### src/rtl/agc_pkg.sv
package agc_pkg;

    localparam int GAIN_W    = 5;
    localparam int GAIN_MAX  = (1 << GAIN_W) - 1;
    localparam int SEL_W     = 3;
    localparam int SEL_MAX   = 6;
    localparam int BASE_LOG2 = 6;
    localparam int CNT_W     = BASE_LOG2 + SEL_MAX + 1;

    localparam logic [GAIN_W-1:0] GAIN_RST = GAIN_W'(16);

    typedef enum logic [1:0] {
        STEP_HOLD = 2'd0,
        STEP_UP   = 2'd1,
        STEP_DOWN = 2'd2
    } step_e;

    typedef struct packed {
        logic             done;
        logic [CNT_W-1:0] ones;
    } window_t;

    function automatic logic [CNT_W-1:0] win_len(input logic [SEL_W-1:0] sel);
        logic [SEL_W-1:0] s;
        s = (sel > SEL_W'(SEL_MAX)) ? SEL_W'(SEL_MAX) : sel;
        return CNT_W'(1) << (BASE_LOG2 + int'(s));
    endfunction

endpackage

### src/rtl/agc_window_counter.sv
module agc_window_counter
    import agc_pkg::*;
(
    input  logic             clk,
    input  logic             rst,
    input  logic             run,
    input  logic             smp_vld,
    input  logic             mag_bit,
    input  logic [SEL_W-1:0] win_sel,
    output window_t          win_o
);

    logic [CNT_W-1:0] idx_q;
    logic [CNT_W-1:0] ones_q;
    logic [CNT_W-1:0] len;
    logic [CNT_W-1:0] ones_n;
    logic             last;

    always_comb begin
        len    = win_len(win_sel);
        ones_n = ones_q + CNT_W'(mag_bit);
        last   = (idx_q >= len - CNT_W'(1));
    end

    always_ff @(posedge clk) begin
        if (rst) begin
            idx_q  <= '0;
            ones_q <= '0;
            win_o  <= '0;
        end else if (!run) begin
            idx_q      <= '0;
            ones_q     <= '0;
            win_o.done <= 1'b0;
        end else begin
            win_o.done <= 1'b0;
            if (smp_vld) begin
                if (last) begin
                    idx_q      <= '0;
                    ones_q     <= '0;
                    win_o.done <= 1'b1;
                    win_o.ones <= ones_n;
                end else begin
                    idx_q  <= idx_q + CNT_W'(1);
                    ones_q <= ones_n;
                end
            end
        end
    end

endmodule

### src/rtl/agc_step_decide.sv
module agc_step_decide
    import agc_pkg::*;
(
    input  window_t          win_i,
    input  logic [CNT_W-1:0] thr,
    input  logic [CNT_W-1:0] hyst,
    output step_e            step
);

    logic [CNT_W:0] upper;
    logic [CNT_W:0] lifted;

    always_comb begin
        upper  = {1'b0, thr} + {1'b0, hyst};
        lifted = {1'b0, win_i.ones} + {1'b0, hyst};
        step   = STEP_HOLD;
        if (win_i.done) begin
            if ({1'b0, win_i.ones} > upper) begin
                step = STEP_DOWN;
            end else if (lifted < {1'b0, thr}) begin
                step = STEP_UP;
            end
        end
    end

endmodule

### src/rtl/agc_gain_reg.sv
module agc_gain_reg
    import agc_pkg::*;
(
    input  logic              clk,
    input  logic              rst,
    input  logic              run,
    input  logic [GAIN_W-1:0] man_gain,
    input  step_e             step,
    output logic [GAIN_W-1:0] gain_q,
    output logic              at_min_q,
    output logic              at_max_q
);

    localparam logic [GAIN_W-1:0] TOP = GAIN_W'(GAIN_MAX);

    logic [GAIN_W-1:0] gain_n;
    logic              hit_min;
    logic              hit_max;

    always_comb begin
        gain_n  = gain_q;
        hit_min = 1'b0;
        hit_max = 1'b0;
        unique case (step)
            STEP_DOWN: begin
                if (gain_q == '0) hit_min = 1'b1;
                else              gain_n  = gain_q - GAIN_W'(1);
            end
            STEP_UP: begin
                if (gain_q == TOP) hit_max = 1'b1;
                else               gain_n  = gain_q + GAIN_W'(1);
            end
            default: gain_n = gain_q;
        endcase
    end

    always_ff @(posedge clk) begin
        if (rst) begin
            gain_q   <= GAIN_RST;
            at_min_q <= 1'b0;
            at_max_q <= 1'b0;
        end else if (!run) begin
            gain_q   <= man_gain;
            at_min_q <= 1'b0;
            at_max_q <= 1'b0;
        end else begin
            gain_q   <= gain_n;
            at_min_q <= hit_min | (at_min_q & (gain_n == '0));
            at_max_q <= hit_max | (at_max_q & (gain_n == TOP));
        end
    end

endmodule

### src/rtl/agc_mag_duty_ctrl.sv
module agc_mag_duty_ctrl
    import agc_pkg::*;
(
    input  logic              clk,
    input  logic              rst,
    input  logic              en,
    input  logic              smp_vld,
    input  logic              mag_bit,
    input  logic [SEL_W-1:0]  win_sel,
    input  logic [CNT_W-1:0]  thr,
    input  logic [CNT_W-1:0]  hyst,
    input  logic [GAIN_W-1:0] man_gain,
    output logic [GAIN_W-1:0] gain_code,
    output logic              win_strobe,
    output logic [CNT_W-1:0]  win_count,
    output logic              at_min,
    output logic              at_max
);

    window_t win;
    step_e   step;

    agc_window_counter u_win (
        .clk     (clk),
        .rst     (rst),
        .run     (en),
        .smp_vld (smp_vld),
        .mag_bit (mag_bit),
        .win_sel (win_sel),
        .win_o   (win)
    );

    agc_step_decide u_dec (
        .win_i (win),
        .thr   (thr),
        .hyst  (hyst),
        .step  (step)
    );

    agc_gain_reg u_gain (
        .clk      (clk),
        .rst      (rst),
        .run      (en),
        .man_gain (man_gain),
        .step     (step),
        .gain_q   (gain_code),
        .at_min_q (at_min),
        .at_max_q (at_max)
    );

    assign win_strobe = win.done;
    assign win_count  = win.ones;

endmodule

### config.mk
export PLATFORM = sky130hd
export DESIGN_NAME = agc_mag_duty_ctrl
export DESIGN_NICKNAME = d
export VERILOG_FILES = /design/src/rtl/agc_pkg.sv /design/src/rtl/agc_window_counter.sv /design/src/rtl/agc_step_decide.sv /design/src/rtl/agc_gain_reg.sv /design/src/rtl/agc_mag_duty_ctrl.sv
export SDC_FILE = /design/constraint.sdc
export NUM_CORES = 1
export LEC_CHECK = 0
export CAP_MARGIN = 20
export CORE_UTILIZATION = 35
export DETAILED_ROUTE_END_ITERATION = 10
export HOLD_SLACK_MARGIN = 0.03
export SLEW_MARGIN = 20
export SYNTH_ARGS = -nofsm -noshare
export SYNTH_HDL_FRONTEND = slang
export SYNTH_SLANG_ARGS = --single-unit
export TNS_END_PERCENT = 50
### constraint.sdc
create_clock -name clk -period 10.9 [get_ports clk]
set_input_delay 1.09 -clock clk [delete_from_list [all_inputs] [get_ports clk]]
set_output_delay 1.09 -clock clk [all_outputs]
set_load 0.01 [all_outputs]
==> out/qor.yml <==
outcome: "completed"
synth_top_cell_by_area: "dfxtp_1"
gr-usage-met3_pct: 2.03
crit_family: "compound AO/OA/AOI/OAI gates"
yosysTopAreaCellShare_pct: 19.2
tightest_slew_ps: 997
slowest_stage: "or4_1"
area_growth_syn_to_layout_pct: 17.8
max_cap_viol_count: 0
grt_pass1_wl_um: 20800
totalPowerFinal_mw: 0.466
fill_cells: 1359
whs_ps: 476
combinationalPowerShare_pct: 24.8
synth_edf_count: 0
period_share_pct: 57.2
wl_per_cell_um: 14.6
clk_latency_ps: 290
drt_iter0_drc: 250
finalMaxSlewViolations: 0
switching_share_pct: 28.0
ys_seq_area_share_pct: 19.2
busiest_layer: "met2"
end_kind: "flop"
cp.arrival_ps: 6450
skew_ps: 5.39
period_needed_ps: 6230
ys_warn_count: 0
vdd_ir_drop_max_mv: 0.0665
portBuffers: 59
finalSetupViolCount: 0
cts_buffers: 5
die-width_um: 120
ctsHoldBuffers: 0
crit_type: "in2reg"
cts_tree: "yes"
synth.most_common_cell: "ha_1"
synth_cell_types: 68
synth_top_flop_cell: "dfxtp_1"
grt_pass1_vias: 4425
min_path_type: "reg2reg"
start_util_pct: 36.4
worstPathCellList: "clkdlybuf4s50_1, ha_1, fa_1, a211oi_1, o21ai_0, a21oi_1, o21ai_0, a21oi_1, xor2_1, ha_1, nand3_1, nor4_1, a2111o_1, a41oi_1, a21oi_1, ha_1, and4b_2, o21ai_0, o21ai_0, nand3_1, or4_1, o21ai_1"
crit_buf_inv: 1
critPathLaunchType: "primary input"
ios: 60
die_area_um2: 14500
clkSinkCount: 47
antenna_left: 0
yosys_register_bits: 47
power.density_nw_per_um2: 80.9
intPower_mw: 0.336
p_leak_nw: 2.41
crit_fanout: 10
postLayoutCoreUtil_pct: 42.8
seq_power_share_pct: 37.9
syn_inst: 614
required_ps: 11110
nets: 770
drive_above_1_share_pct: 3.35
cts.path.max_buffers: 2
synthesis.area_um2: 4890
switchingPower_mw: 0.130
n_antenna_cell: 0
gr-usage-met1_pct: 22.4
rows: 42
async_reset_ff_share_pct: 0
cts.clk_slew.worst_paths_ps: 60
coreArea_um2: 13500
first_pass_iters: 4
hold_viol: 0
die_h_um: 120
post-cts-setup-buffers: 0
max_stage_delay_ps: 480
synth_commonest_cells: "73 x ha_1, 47 x dfxtp_1, 47 x inv_1"
rsz0062_at_grt: "no"
synthTopCellsByArea: "dfxtp_1 19%, ha_1 19%, inv_1 3.6%"
routed_via_density: 5.62
grt_max_degree: 28
grt_overflow: 0
clkPwrFrac_pct: 37.3
syn_nets: 728
via_count: 4679
gp_congestion: 0.945
grt_usage_pct: 17.2
wl_um: 12200
drc_errors: 0
syn_area_per_cell_um2: 7.97
worst_path_most_repeated_cell: "o21ai_0"
cts_htree_levels: 2
root_buffer: "clkbuf_16"
antenna_found_initial: 0
max_freq_mhz: 160
cts.repair.resized: 0
post-dp-hpwl_um: 9600
slew-limit-headroom_pct: 33.3
final.setup.tns_ps: 0
grt_util_met2_pct: 30.4
[worst reg2reg max path, cell delays in order, from the launching register on]
cell and delay (ps):
dfxtp_1 470, ha_1 290, a21oi_1 210, o21ai_1 150
o311a_1 360, o31a_1 340, and4b_1 190, or3_1 380
ha_1 310, a21oi_1 160, o22ai_1 100, a211oi_1 200
o211ai_1 170, a21oi_1 160, ha_1 360, and4b_2 320
o21ai_0 60, o21ai_0 190, nand3_1 120, or4_1 480
o21ai_1 150
[layer usage]
metal / up-vias / wire (um)
met5: - / 0
met4: 0 / 108
met3: 9 / 428
met2: 93 / 5820
met1: 2192 / 5800
li1: 2385 / -
[logic make-up (layout without fill, tap and decap cells)]
kind of cell    Yosys count  after routing  synth area share, %
compound gates          177            177                 25.3
mux                       7              7                 1.43
flops                    47             47                 19.2
buf+inv                  72            115                 6.01
xor+xnor                 34             34                 6.09
fa+ha+maj                75             75                 19.5
simple gates            202            202                 22.5
[stage by stage]
stage / area [um2] / cells / setup slack (ps)
2_1_floorplan: 4890 / 614 / 5420
3_3_place_gp: 5590 / 825 / 4610
3_5_place_dp: 5590 / 825 / 4410
4_1_cts: 5760 / 833 / 4670
5_1_grt: 5760 / 833 / 4190
6_report: 5760 / 833 / 4670
[power groups by stage]
stage          clock [mW]  sequential, mW  combinational [mW]
2_1_floorplan           0           0.179              0.0799
3_3_place_gp            0           0.181               0.113
3_5_place_dp            0           0.181               0.115
4_1_cts             0.178           0.177               0.116
5_1_grt             0.185           0.177               0.130
6_report            0.174           0.177               0.116
[path summary, 6_finish.rpt]
check	endpoint	slack, ps	start	cells after the start
max	u_gain.at_max_q$_SDFF_PP0_	4670	thr[0]	22
min	u_win.ones_q[0]$_SDFFE_PP0P_	480	u_win.ones_q[0]$_SDFFE_PP0P_	2
max reg2reg	u_gain.at_max_q$_SDFF_PP0_	5660	u_win.win_o[1]$_SDFFE_PP0P_	20
min reg2reg	u_win.ones_q[0]$_SDFFE_PP0P_	480	u_win.ones_q[0]$_SDFFE_PP0P_	2
[state kept, by name, indices dropped and copies added, names as in the netlist]
register,cells
u_win.idx_q,13
u_gain.at_max_q,1
u_gain.at_min_q,1
u_gain.gain_q,5
u_win.win_o,14
u_win.ones_q,13
[cells in the final DEF, fill, tap and decap left out, drive strengths merged, types with 20 or more instances in the layout]
| cell | count |
|---|---|
| inv | 47 |
| o21ai | 29 |
| clkdlybuf4s50 | 59 |
| a21oi | 35 |
| nand4 | 21 |
| dfxtp | 47 |
| nor2 | 40 |
| nand2 | 33 |
| nand3 | 20 |
| ha | 73 |
[area by class of cell]
type                            count  area (um2)  area share (%)
Inverter                           47         176            3.06
Multi-Input combinational cell    495        3660            63.5
Clock inverter                      3        43.8           0.760
Clock buffer                        5         125            2.17
Timing Repair Buffer               60         598            10.4
Tap cell                          176         220            3.82
Sequential cell                    47         941            16.3
Note: power is estimated with default switching activity, not from simulation.
